### config.mk
export PLATFORM = sky130hd
export DESIGN_NAME = pollable_uart
export DESIGN_NICKNAME = d
export VERILOG_FILES = /design/src/rtl/pollable_uart_pkg.sv /design/src/rtl/pollable_uart_tx.sv /design/src/rtl/pollable_uart_rx.sv /design/src/rtl/pollable_uart.sv
export SDC_FILE = /design/constraint.sdc
export NUM_CORES = 1
export LEC_CHECK = 0
export CAP_MARGIN = 20
export CELL_PAD_IN_SITES_DETAIL_PLACEMENT = 1
export CELL_PAD_IN_SITES_GLOBAL_PLACEMENT = 2
export CORE_MARGIN = 2
export CORE_UTILIZATION = 35
export CTS_CLUSTER_SIZE = 12
export DETAILED_ROUTE_END_ITERATION = 10
export GPL_TIMING_DRIVEN = 0
export PLACE_DENSITY = 0.77
export SYNTH_ARGS = -nofsm -noshare
export SYNTH_HDL_FRONTEND = slang
export SYNTH_HIERARCHICAL = 1
export SYNTH_SLANG_ARGS = --single-unit
### constraint.sdc
create_clock -name clk -period 2.3 [get_ports clk]
set_input_delay 0.69 -clock clk [delete_from_list [all_inputs] [get_ports clk]]
set_output_delay 0.69 -clock clk [all_outputs]
set_load 0.005 [all_outputs]
### src/rtl/pollable_uart_pkg.sv
package pollable_uart_pkg;
    localparam int BUS_W = 32;

    localparam logic [3:0] OFF_DATA = 4'h0;
    localparam logic [3:0] OFF_CTRL = 4'h4;
    localparam logic [3:0] OFF_CLK  = 4'h8;

    localparam int DAT_RXV_BIT = 8;
    localparam int DAT_TXR_BIT = 9;

    localparam int CTL_MODE_LO = 2;
    localparam int CTL_MODE_HI = 3;
    localparam int CTL_TXO_BIT = 7;
    localparam int CTL_RXO_BIT = 8;
    localparam int CTL_OVR_BIT = 12;

    typedef enum logic [1:0] {
        RX_IDLE  = 2'd0,
        RX_START = 2'd1,
        RX_DATA  = 2'd2,
        RX_STOP  = 2'd3
    } rx_phase_e;

    typedef struct packed {
        logic [7:0]       hold;
        logic             rx_full;
        logic             ovr;
        logic [1:0]       mode;
        logic             tx_ovr;
        logic             rx_ovr;
        logic [BUS_W-1:0] clkcfg;
    } reg_state_t;
endpackage

### src/rtl/pollable_uart_tx.sv
module pollable_uart_tx #(
    parameter int TICKS_PER_BIT = 16,
    parameter int DATA_BITS     = 8
) (
    input  logic                 clk,
    input  logic                 rst_n,
    input  logic                 tick,
    input  logic                 start,
    input  logic [DATA_BITS-1:0] byte_in,
    output logic                 idle,
    output logic                 txd
);
    localparam int FRAME_W = DATA_BITS + 2;
    localparam int TICK_W  = (TICKS_PER_BIT > 1) ? $clog2(TICKS_PER_BIT) : 1;
    localparam int CNT_W   = $clog2(FRAME_W + 1);

    typedef struct packed {
        logic               busy;
        logic [FRAME_W-1:0] frame;
        logic [TICK_W-1:0]  tcnt;
        logic [CNT_W-1:0]   bcnt;
    } tx_state_t;

    tx_state_t st_d, st_q;

    always_comb begin
        st_d = st_q;
        if (!st_q.busy) begin
            if (start) begin
                st_d.busy  = 1'b1;
                st_d.frame = {1'b1, byte_in, 1'b0};
                st_d.tcnt  = '0;
                st_d.bcnt  = '0;
            end
        end else if (tick) begin
            if (st_q.tcnt == TICK_W'(TICKS_PER_BIT - 1)) begin
                st_d.tcnt  = '0;
                st_d.frame = {1'b1, st_q.frame[FRAME_W-1:1]};
                if (st_q.bcnt == CNT_W'(FRAME_W - 1)) begin
                    st_d.busy = 1'b0;
                end else begin
                    st_d.bcnt = st_q.bcnt + 1'b1;
                end
            end else begin
                st_d.tcnt = st_q.tcnt + 1'b1;
            end
        end
    end

    always_ff @(posedge clk or negedge rst_n) begin
        if (!rst_n) begin
            st_q <= '{busy: 1'b0, frame: '1, tcnt: '0, bcnt: '0};
        end else begin
            st_q <= st_d;
        end
    end

    assign idle = !st_q.busy;
    assign txd  = st_q.busy ? st_q.frame[0] : 1'b1;
endmodule

### src/rtl/pollable_uart_rx.sv
module pollable_uart_rx
    import pollable_uart_pkg::*;
#(
    parameter int TICKS_PER_BIT = 16,
    parameter int DATA_BITS     = 8
) (
    input  logic                 clk,
    input  logic                 rst_n,
    input  logic                 tick,
    input  logic                 rxd,
    output logic                 strobe,
    output logic [DATA_BITS-1:0] byte_out
);
    localparam int TICK_W = (TICKS_PER_BIT > 1) ? $clog2(TICKS_PER_BIT) : 1;
    localparam int HALF   = (TICKS_PER_BIT > 1) ? TICKS_PER_BIT / 2 : 1;
    localparam int BIT_W  = (DATA_BITS > 1) ? $clog2(DATA_BITS) : 1;

    typedef struct packed {
        logic                 s1;
        logic                 s2;
        logic                 prev;
        rx_phase_e            phase;
        logic [TICK_W-1:0]    tcnt;
        logic [BIT_W-1:0]     bcnt;
        logic [DATA_BITS-1:0] shreg;
        logic                 strobe;
    } rx_state_t;

    rx_state_t st_d, st_q;

    always_comb begin
        st_d        = st_q;
        st_d.s1     = rxd;
        st_d.s2     = st_q.s1;
        st_d.prev   = st_q.s2;
        st_d.strobe = 1'b0;
        case (st_q.phase)
            RX_IDLE: begin
                if (st_q.prev && !st_q.s2) begin
                    st_d.phase = RX_START;
                    st_d.tcnt  = '0;
                end
            end
            RX_START: begin
                if (tick) begin
                    if (st_q.tcnt == TICK_W'(HALF - 1)) begin
                        st_d.tcnt = '0;
                        st_d.bcnt = '0;
                        st_d.phase = st_q.s2 ? RX_IDLE : RX_DATA;
                    end else begin
                        st_d.tcnt = st_q.tcnt + 1'b1;
                    end
                end
            end
            RX_DATA: begin
                if (tick) begin
                    if (st_q.tcnt == TICK_W'(TICKS_PER_BIT - 1)) begin
                        st_d.tcnt  = '0;
                        st_d.shreg = {st_q.s2, st_q.shreg[DATA_BITS-1:1]};
                        if (st_q.bcnt == BIT_W'(DATA_BITS - 1)) begin
                            st_d.phase = RX_STOP;
                        end else begin
                            st_d.bcnt = st_q.bcnt + 1'b1;
                        end
                    end else begin
                        st_d.tcnt = st_q.tcnt + 1'b1;
                    end
                end
            end
            RX_STOP: begin
                if (tick) begin
                    if (st_q.tcnt == TICK_W'(TICKS_PER_BIT - 1)) begin
                        st_d.tcnt   = '0;
                        st_d.strobe = st_q.s2;
                        st_d.phase  = RX_IDLE;
                    end else begin
                        st_d.tcnt = st_q.tcnt + 1'b1;
                    end
                end
            end
            default: st_d.phase = RX_IDLE;
        endcase
    end

    always_ff @(posedge clk or negedge rst_n) begin
        if (!rst_n) begin
            st_q <= '{s1: 1'b1, s2: 1'b1, prev: 1'b1, phase: RX_IDLE,
                      tcnt: '0, bcnt: '0, shreg: '0, strobe: 1'b0};
        end else begin
            st_q <= st_d;
        end
    end

    assign strobe   = st_q.strobe;
    assign byte_out = st_q.shreg;
endmodule

### src/rtl/pollable_uart.sv
module pollable_uart
    import pollable_uart_pkg::*;
#(
    parameter int TICKS_PER_BIT = 16
) (
    input  logic              clk,
    input  logic              rst_n,
    input  logic              tick,
    input  logic              rxd,
    output logic              txd,
    input  logic              req,
    input  logic              we,
    input  logic [3:0]        addr,
    input  logic [BUS_W-1:0]  wdata,
    output logic [BUS_W-1:0]  rdata
);
    localparam int DATA_BITS = 8;

    logic                 wr_data, wr_ctrl, wr_clk;
    logic                 tx_start, rx_clear;
    logic                 tx_idle;
    logic                 rx_strobe;
    logic [DATA_BITS-1:0] rx_byte;

    reg_state_t st_d, st_q;

    assign wr_data  = req && we && (addr == OFF_DATA);
    assign wr_ctrl  = req && we && (addr == OFF_CTRL);
    assign wr_clk   = req && we && (addr == OFF_CLK);
    assign tx_start = wr_data && wdata[DAT_TXR_BIT];
    assign rx_clear = wr_data && wdata[DAT_RXV_BIT];

    pollable_uart_tx #(
        .TICKS_PER_BIT(TICKS_PER_BIT),
        .DATA_BITS    (DATA_BITS)
    ) u_tx (
        .clk    (clk),
        .rst_n  (rst_n),
        .tick   (tick),
        .start  (tx_start),
        .byte_in(wdata[DATA_BITS-1:0]),
        .idle   (tx_idle),
        .txd    (txd)
    );

    pollable_uart_rx #(
        .TICKS_PER_BIT(TICKS_PER_BIT),
        .DATA_BITS    (DATA_BITS)
    ) u_rx (
        .clk     (clk),
        .rst_n   (rst_n),
        .tick    (tick),
        .rxd     (rxd),
        .strobe  (rx_strobe),
        .byte_out(rx_byte)
    );

    always_comb begin
        st_d = st_q;
        if (rx_clear) begin
            st_d.rx_full = 1'b0;
        end
        if (wr_ctrl) begin
            st_d.mode   = wdata[CTL_MODE_HI:CTL_MODE_LO];
            st_d.tx_ovr = wdata[CTL_TXO_BIT];
            st_d.rx_ovr = wdata[CTL_RXO_BIT];
            if (wdata[CTL_OVR_BIT]) begin
                st_d.ovr = 1'b0;
            end
        end
        if (wr_clk) begin
            st_d.clkcfg = wdata;
        end
        if (rx_strobe) begin
            if (st_d.rx_full) begin
                st_d.ovr = 1'b1;
            end else begin
                st_d.hold    = rx_byte;
                st_d.rx_full = 1'b1;
            end
        end
    end

    always_ff @(posedge clk or negedge rst_n) begin
        if (!rst_n) begin
            st_q <= '0;
        end else begin
            st_q <= st_d;
        end
    end

    always_comb begin
        rdata = '0;
        case (addr)
            OFF_DATA: begin
                rdata[DATA_BITS-1:0] = st_q.hold;
                rdata[DAT_RXV_BIT]   = st_q.rx_full;
                rdata[DAT_TXR_BIT]   = tx_idle;
            end
            OFF_CTRL: begin
                rdata[CTL_MODE_HI:CTL_MODE_LO] = st_q.mode;
                rdata[CTL_TXO_BIT]             = st_q.tx_ovr;
                rdata[CTL_RXO_BIT]             = st_q.rx_ovr;
                rdata[CTL_OVR_BIT]             = st_q.ovr;
            end
            OFF_CLK: rdata = st_q.clkcfg;
            default: rdata = '0;
        endcase
    end
endmodule

# ---- Word-level counts from Yosys, hierarchy flattened
# Index checks and enable logic that the tools add are counted.
# W data, S select, Z words.
dict set report word_totals {
  register_bits 86
  in_bits 42
  output_inout_bits 33
  elab_cells 108
}
dict set report classes {
  addsub 4
  eq_ne 22
  muxes 41
  n_bitwise 1
  n_reduce_logical 21
}
# op count
set ops {}
lappend ops {{$mux W19} 4}
lappend ops {{$pmux W6 S4} 1}
lappend ops {{$mux W11} 2}
lappend ops {{$mux W4} 5}
lappend ops {{$mux W17} 1}
lappend ops {{$eq A4 B4 Y1 const B} 4}
lappend ops {{$mux W2} 7}
lappend ops {{$ne A2 B2 Y1 const B} 7}
lappend ops {{$add A4 B1 Y4 const B} 3}
lappend ops {{$mux W6} 2}
lappend ops {{$pmux W2 S3} 2}
lappend ops {{$pmux W3 S2} 2}
lappend ops {{$ne A2 B1 Y1 const B} 5}
lappend ops {{$mux W9} 1}
lappend ops {{$eq A4 B3 Y1 const B} 2}
lappend ops {{$mux W1} 8}
lappend ops {{$reduce_and A4 Y1} 2}
lappend ops {{$reduce_and A8 Y1} 1}
lappend ops {{$logic_and A1 B1 Y1} 7}
lappend ops {{$mux W3} 2}
lappend ops {{$reduce_and A3 Y1} 2}
lappend ops {{$reduce_and A6 Y1} 1}
lappend ops {{$mux W5} 1}
lappend ops {{$eq A2 B2 Y1 const B} 2}
lappend ops {{11 further kinds} 15}

# ---- Longest topological paths before layout
# Gate-level depths: netlist (run 1).
dict set report depth {
  word_depth 6
  ltp_mapped 6
}

# ---- By module
# Netlist (run 1), hierarchy kept.
# module instances cells_per_inst area_each_um2 seq_area_each_um2
set by_module_without_submodules {}
lappend by_module_without_submodules {pollable_uart 1 149 2084.5 1151.1}
lappend by_module_without_submodules {pollable_uart_rx 1 92 1051.0 529.3}
lappend by_module_without_submodules {pollable_uart_tx 1 88 965.9 488.0}

# ---- Worst setup path after synthesis (run 1)
# No wires, ideal clock.
dict set report synth_timing {
  path_kind {input to output}
  from {in addr[1]}
  to {out rdata[2]}
  arrival_ps 1560
  slack_ps 50
  path_stages 4
  n_path_buf 1
  cell_sequence {nor4b_4 clkbuf_1 a222oi_1 inv_1}
}
dict set report synth_between {
  elab_chain_cells 2
}
# element line
set synth_lines {}
lappend synth_lines {{from (decl)} pollable_uart.sv:13} ;# input logic [3:0] addr,
lappend synth_lines {{$eq A4 B4 Y1, or another cell as far along} pollable_uart.sv:94} ;# case (addr)
lappend synth_lines {{$pmux W2 S3 *} pollable_uart.sv:94}
lappend synth_lines {{to (decl)} pollable_uart.sv:15} ;# output logic [BUS_W-1:0] rdata
# Mark *: on every way between the ends. The rest lies on a longest branch, timed or not.

# ---- Final worst setup path (run 1)
dict set report layout_timing {
  from {in addr[3]}
  to {out rdata[2]}
}
# Same word-level chain as after synthesis.

==> summary.md, run 1 <==
| Metric | Value |
|---|---|
| Routed WL | roughly 10 mm |
| Final setup viols | 22 |
| Clk pwr share | between 30% and 40% |
| Multi-input logic area | about 1800 um2 |
| Worst slew margin | about 64% |
| Routed vias | just under 3000 |
| CTS Buffer Depth | 2 |
| RSZ-0062 raised after global routing | yes |
| Placed insts | roughly 550 |
| Fill cell count | about 1200 |
| RePlAce Congestion | around 0.72 |
| Failing checks | negative setup slack |
| Delay-heaviest family, CP | buffers and inverters |
| Syn Inst Count | roughly 330 |
| HP Class | in2async |
| Pint | ~3200 uW |
| Slowest CP cell | a222oi_1 |
| Crit Reg-Reg Startpoint | u_rx/st_q[9]$_DFFE_PN0P_ |
| Net Switching | approximately 1200 uW |
| Final HPWL DP | 6.93 mm |
| Clock transition at path regs | roughly 0.060 ns |
| Pin slew with the least headroom to its limit | 0.529 ns |
| Clock skew | 0.00587 ns |
| DIE WIDTH | between 100 and 150 um |
| Global-route wire length before repair | approximately 17 mm |
| Yosys cell types | 56 |
| Clk root buf | clkbuf_16 |
| Fin nets | 475 |
| Cell area after synthesis | a little over 4000 um2 |
| Main synth FF type | dfrtp_1 |
| Die Area | approximately 13000 um2 |
| Buffers on Ports | 74 |
| Final hold vios | 0 |
| Met3 WL post-DR | between 300 and 400 um |
| Ant. Diodes | 0 |
| Path depth of the worst reg2reg path | 6 |
| Leakage power | approximately 0.0027 uW |
| H-tree levels | 3 |
| Commonest non-fill, non-tap cell in the layout | dfrtp_1 |
| Pins Over Slew Limit | 0 |
| Max-Cap Viols | 0 |
| Worst reg2reg path endpoint | u_rx/st_q[16]$_DFFE_PN0P_ |
| Crit-path cells | buf_8 -> nor4b_4 -> buf_4 -> clkbuf_16 -> a222oi_1 -> inv_1 -> buf_2 |
| Req. time, crit path | between 1.5 and 2 ns |
| Fraction of layout cells with a size suffix above 1 | approximately a third |
| Combinational Power Share | 18.7% |
| Antenna violations before repair | 0 |
| WHS | between 0.2 and 0.25 ns |
| Worst-Skew Late Latency | around 0.34 ns |
| Final period utilization | 107% |
| Syn. warnings | 6 |
| Global route overflow | 0 |
| Post-synth ARST share | 100% |
| Core Util, Final | between 40% and 50% |
| Pwr per Cell Area | around 780 nW/um2 |
| Pin count of the biggest net entering global routing | 70 |
| Worst setup margin | -0.167 ns |
| Worst path buffer plus inverter count | 5 |
| Achievable Freq | around 410 MHz |
| Iter 0 DRT Violations | 95 |
| Avg Vias per Cell | about 5.1 |
| Yosys reg bits | 86 |
| Critical path startpoint category | primary input |
| Register area share after synthesis | 52.9% |
| WL met1 | roughly 4.7 mm |
| Crit path time final | approximately 2.5 ns |
| Sequential power share | 44.8% |
| Register area | between 2000 and 2500 um2 |
| EDFF count, synth | 0 |
| FF-to-FF setup slack | 0.46 ns |
| Initial Util | a little over a third |
| Drt first pass iters | 4 |
| I/O pin count | 75 |
| Drt wl/cell | ~17 um |
| GR Util All Layers | between 10% and 20% |
| Vias in the first global route | roughly 3200 |
| Synth-to-Final Area Change | 37.0% |
| Status | finished, violations left |
| Routed length on met2 | slightly below 5 mm |
| Total CTS buffers | 9 |
| CP peak stage delay | approximately 0.35 ns |
| Residual DRC | 0 |
| Avg Cell Area, Syn | approximately 12 um2 |
| CP Data Arrival Time | between 1.5 and 2 ns |
| Uppermost layer routed | met4 |
| Core ar. | approximately 11000 um2 |
| Worst vdd ir | about 0.00048 V |
| Site Rows | 39 |
| Switching Fraction | 27.1% |
| CTS sink cnt | 86 |
| CP Max Fanout | 5 |
| Critical path type | in2out |
| Final setup TNS | -1.95 ns |
| Highest-count cells in the layout ignoring fill and taps | 73 x dfrtp_1, 44 x mux2_1, 37 x clkdlybuf4s50_1, 30 x buf_6, 21 x and2_4 |
| Antenna viol nets, final | 0 |
| Crit end category | output port |
| DIE HEIGHT | between 100 and 150 um |
| Post-route insts no fill | ~580 |
| TritonCTS clock tree | yes |
| Post-Syn Nets | between 300 and 400 |
| CP startpoint | addr[3] |
==> sequential cells by signal, indices dropped and copies added, names as in the netlist <==
register	flops
st_q	46
u_rx/byte_out	8
u_rx/st_d	2
u_rx/st_q	10
u_rx/strobe	1
u_tx/st_q	19
==> final cells by class <==
cell class                 instances  area share [%]
tap                              143            3.18
buffer                            26            3.90
clock inverter                     6            1.65
sequential                        86            38.6
timing repair buffer              88            15.8
inverter                          11           0.735
clock buffer                      10            4.25
multi-input combinational        205            31.9
==> cells by family after synthesis <==
group / share of synthesized area, %
buffers and inverters: 5.34
AND/OR/NAND/NOR: 14.4
adder cells (fa/ha/maj): 1.83
AO/OA/AOI/OAI: 9.92
flip-flops: 52.9
XOR/XNOR: 0.427
multiplexers: 15.3
==> cell usage after synthesis (5+ instances only) <==
cell type	count	area [um2]
dfrtp_1	73	1830
dfstp_2	13	342
buf_2	7	35.0
o21ai_0	6	30.0
nand2b_1	5	31.3
a221o_1	8	80.1
mux2_1	44	495
nand2_1	12	45.0
clkbuf_1	5	18.8
buf_4	12	90.1
ha_1	6	75.1
nand3_1	7	35.0
a22o_1	9	78.8
and3_1	11	68.8
a21oi_1	6	30.0
nor2_1	6	22.5
and2_1	22	138
mux2_2	8	90.1
inv_1	11	41.3
==> worst reg2reg max path, stage by stage, from the launching register on <==
cell and delay (ns):
dfrtp_1 0.40, ha_1 0.21, ha_1 0.19, or2_2 0.30, a221oi_1 0.38, a21oi_1 0.10
xor2_1 0.16
==> timing repair <==
item | in CTS | in global routing
endpoints found under the setup margin | 84 | 50
resized for setup | 195 | 29
pin swaps | 24 | 14
gates cloned | 3 | 0
hold endpoints to repair | 0 | 0
setup buffers | 7 | 4
hold buffers | 0 | 0
==> power by group through the flow <==
| stage | clock network (uW) | logic, uW | registers [uW] |
|---|---|---|---|
| final | 1600 | 825 | 1970 |
| after global routing | 1720 | 928 | 2010 |
| after CTS | 1660 | 826 | 1970 |
| after detailed placement | 0 | 802 | 1990 |
| after global placement | 0 | 760 | 1970 |
| after floorplan | 0 | 532 | 1930 |
==> worst max path at each step <==
| stage | end | depth (start not counted) |
|---|---|---|
| finish | rdata[2] | 7 |
| detailed placement | rdata[7] | 6 |
| global route | rdata[7] | 7 |
| global placement | u_rx/st_q[11]$_DFFE_PN0P_ | 1 |
| CTS | rdata[2] | 7 |
| floorplan | rdata[2] | 4 |
==> through the flow <==
stage / power [uW] / cell area [um2] / setup WS (ns)
2_1_floorplan: 2470 / 4100 / 0.0500
3_5_place_dp: 2790 / 5050 / -1.37
3_3_place_gp: 2730 / 5020 / -2.69
5_1_grt: 4660 / 5620 / -0.223
4_1_cts: 4450 / 5490 / -0.163
6_report: 4400 / 5620 / -0.167
==> per-layer routing <==
metal  vias to the layer above  track usage, %
met2                        67            27.4
met5                         -               0
met4                         0            4.39
met3                         8            4.00
li1                       1384               -
met1                      1478            22.7
Note: power is estimated with default switching activity, not from simulation.
==> inputs of run 2 (changes only) <==
--- a/config.mk
+++ b/config.mk
@@ -9,5 +9,4 @@
 export CELL_PAD_IN_SITES_DETAIL_PLACEMENT = 1
 export CELL_PAD_IN_SITES_GLOBAL_PLACEMENT = 2
-export CORE_MARGIN = 2
 export CORE_UTILIZATION = 35
 export CTS_CLUSTER_SIZE = 12
==> constraint.sdc (replaced) <==
create_clock -name clk -period 2.3 [get_ports clk]
set_input_delay 0.69 -clock clk [delete_from_list [all_inputs] [get_ports clk]]
set_output_delay 0.69 -clock clk [all_outputs]
set_load 0.01 [all_outputs]
==> run 2 against run 1 <==
  * Fmax shrank 0.98%
  * Sequential power is essentially flat
  * The run still ends with negative setup slack left
  * Critical path depth grew 1
  * Register-to-register slack is essentially flat
==> summary.md, run 2 (synthesis results as in run 1) <==
| Metric | Value |
|---|---|
| Dpl cell area | around 5000 um2 |
| Crit-path cells | buf_8 -> nor4b_4 -> buf_6 -> buf_4 -> buf_8 -> buf_4 -> and2_1 -> buf_2 |
| GR Util All Layers | between 10% and 20% |
| RePlAce Congestion | between 0.7 and 0.8 |
| Residual DRC | 0 |
| CTS sink cnt | 86 |
| Drt wl/cell | about 17 um |
| Final HPWL DP | slightly below 7 mm |
| Routed vias | around 2900 |
| Critical path startpoint category | primary input |
| Global route overflow | 0 |
| Pwr per Cell Area | 754 nW/um2 |
| HP Class | in2async |
| Buffers on Ports | 74 |
| Achievable Freq | around 400 MHz |
| Highest-count cells in the layout ignoring fill and taps | 73 x dfrtp_1, 44 x mux2_1, 37 x clkdlybuf4s50_1, 34 x buf_2, 26 x buf_4 |
| Fin nets | 480 |
| Placed insts | about 550 |
| Number of flip-flops under the largest register name | 46 |
| Overall power | around 4000 uW |
| Largest registers | st_q x46, u_tx/st_q x19, u_rx/st_q x10 |
| Hold buffer count at CTS | 0 |
| Fill cell count | 1249 |
| Crit end category | output port |
| RSZ-0062 raised after global routing | yes |
| Pin count of the biggest net entering global routing | 53 |
| Ant. Diodes | 0 |
| Core ar. | about 11000 um2 |
| Req. time, crit path | 1.61 ns |
| Drt first pass iters | 4 |
| Routed WL | between 9 and 10 mm |
| Pins Over Slew Limit | 0 |
| Iter 0 DRT Violations | 82 |
| Crit path time final | ~2.5 ns |
| Clock transition at path regs | 0.05 ns |
| Vias in the first global route | slightly above 3000 |
| H-tree levels | 3 |
| Final hold vios | 0 |
| WHS | 0.321 ns |
| CTS Buffer Depth | 2 |
| Post-route insts no fill | 580 |
| DIE WIDTH | around 110 um |
| Critical path type | in2out |
| Commonest non-fill, non-tap cell in the layout | dfrtp_1 |
| Slowest CP cell | nor4b_4 |
| Core Util, Final | between 40% and 50% |
| Die Area | approximately 12000 um2 |
| Global-route wire length before repair | ~16 mm |
| Antenna viol nets, final | 0 |
| CP Data Arrival Time | between 1.5 and 2 ns |
| Worst-Skew Late Latency | around 0.33 ns |
| TritonCTS clock tree | yes |
| Initial Util | 35.9% |
| Antenna violations before repair | 0 |
| Final setup viols | 32 |
| DIE HEIGHT | ~110 um |
| Max-Cap Viols | 0 |
| Status | finished, violations left |
| Worst slew margin | approximately two thirds |
| Avg Vias per Cell | approximately 5.0 |
| I/O pin count | 75 |
| Finished Cell Area | around 5400 um2 |
| Site Rows | 39 |
| Clk root buf | clkbuf_16 |
| Fraction of layout cells with a size suffix above 1 | roughly 30% |
| Worst vdd ir | ~0.0005 V |
| Failing checks | negative setup slack |
| Worst setup margin | -0.191 ns |
| CP Max Fanout | 9 |
| Biggest register | st_q |
| Clock skew | 0.00641 ns |
| Synth-to-Final Area Change | 32.6% |
| Leakage power | about 0.0026 uW |
| Total CTS buffers | 9 |
| Final period utilization | 108% |
| CP peak stage delay | approximately 0.28 ns |
| Pin slew with the least headroom to its limit | about 0.5 ns |
-- run 2: cell types whose count changed in the layout (fill, tap and decap cells not counted), sizes merged --
cell | previous run | this run
clkinvlp | 2 | 3
buf | 72 | 79
bufinv | 2 | 0
inv | 13 | 11
clkbuf | 15 | 16
-- run 2: metrics by stage --
| step | setup WS, ns | setup TNS, ns |
|---|---|---|
| global route | -0.263 | -4.74 |
| detailed placement | -1.41 | -68.99 |
| finish | -0.191 | -3.01 |
| floorplan | 0.0193 | 0 |
| CTS | -0.181 | -1.80 |
| global placement | -2.73 | -285.93 |
-- run 2: critical path: cells and delay by family --
kind / cells / cell delay, ns
buf+inv: 6 / 0.71
simple gates: 2 / 0.39
-- run 2: final timing paths --
kind	cells after the start	start	end	slack, ns
max in group asynchronous	2	rst_n	u_tx/st_q[15]$_DFFE_PN1P_	1.31
worst max-delay path	8	addr[2]	rdata[16]	-0.19
min in group clk	0	u_rx/st_d[19]$_DFF_PN1_	u_rx/st_d[18]$_DFF_PN1_	0.36
worst min-delay path	1	rst_n	st_q[19]$_DFFE_PN0P_	0.32
worst min register to register	0	u_rx/st_d[19]$_DFF_PN1_	u_rx/st_d[18]$_DFF_PN1_	0.36
worst max register to register	6	u_rx/st_q[9]$_DFFE_PN0P_	u_rx/st_q[16]$_DFFE_PN0P_	0.46
-- run 2: what timing repair did --
action	CTS	global route
gates cloned	1	1
buffers inserted	11	6
setup endpoints to repair	87	41
pin swaps	14	4
gates resized for setup	177	11
-- run 2: cell type report --
type / count / area (um2) / area share (%)
Sequential cell: 86 / 2170 / 39.9
Multi-Input combinational cell: 205 / 1740 / 32.1
Timing Repair Buffer: 93 / 810 / 14.9
Clock buffer: 13 / 250 / 4.60
Buffer: 26 / 223 / 4.10
Tap cell: 143 / 179 / 3.29
Inverter: 11 / 41.3 / 0.759
Clock inverter: 3 / 22.5 / 0.414
-- run 2: power by group --
group | leakage, uW | internal [uW] | total, uW | switching, uW
logic | 0.00142 | 421 | 815 | 394
registers | 0.00108 | 1790 | 1970 | 173
clock network | 0.000122 | 762 | 1320 | 556
total | 0.00263 | 2980 | 4100 | 1120
-- run 2: metal layers --
metal	track usage, %	vias up	part of all wire (%)
li1	-	1397	-
met5	0	-	0
met3	5.11	5	5.5
met1	23.2	1440	46
met2	28.5	66	47
met4	4.23	0	0.81
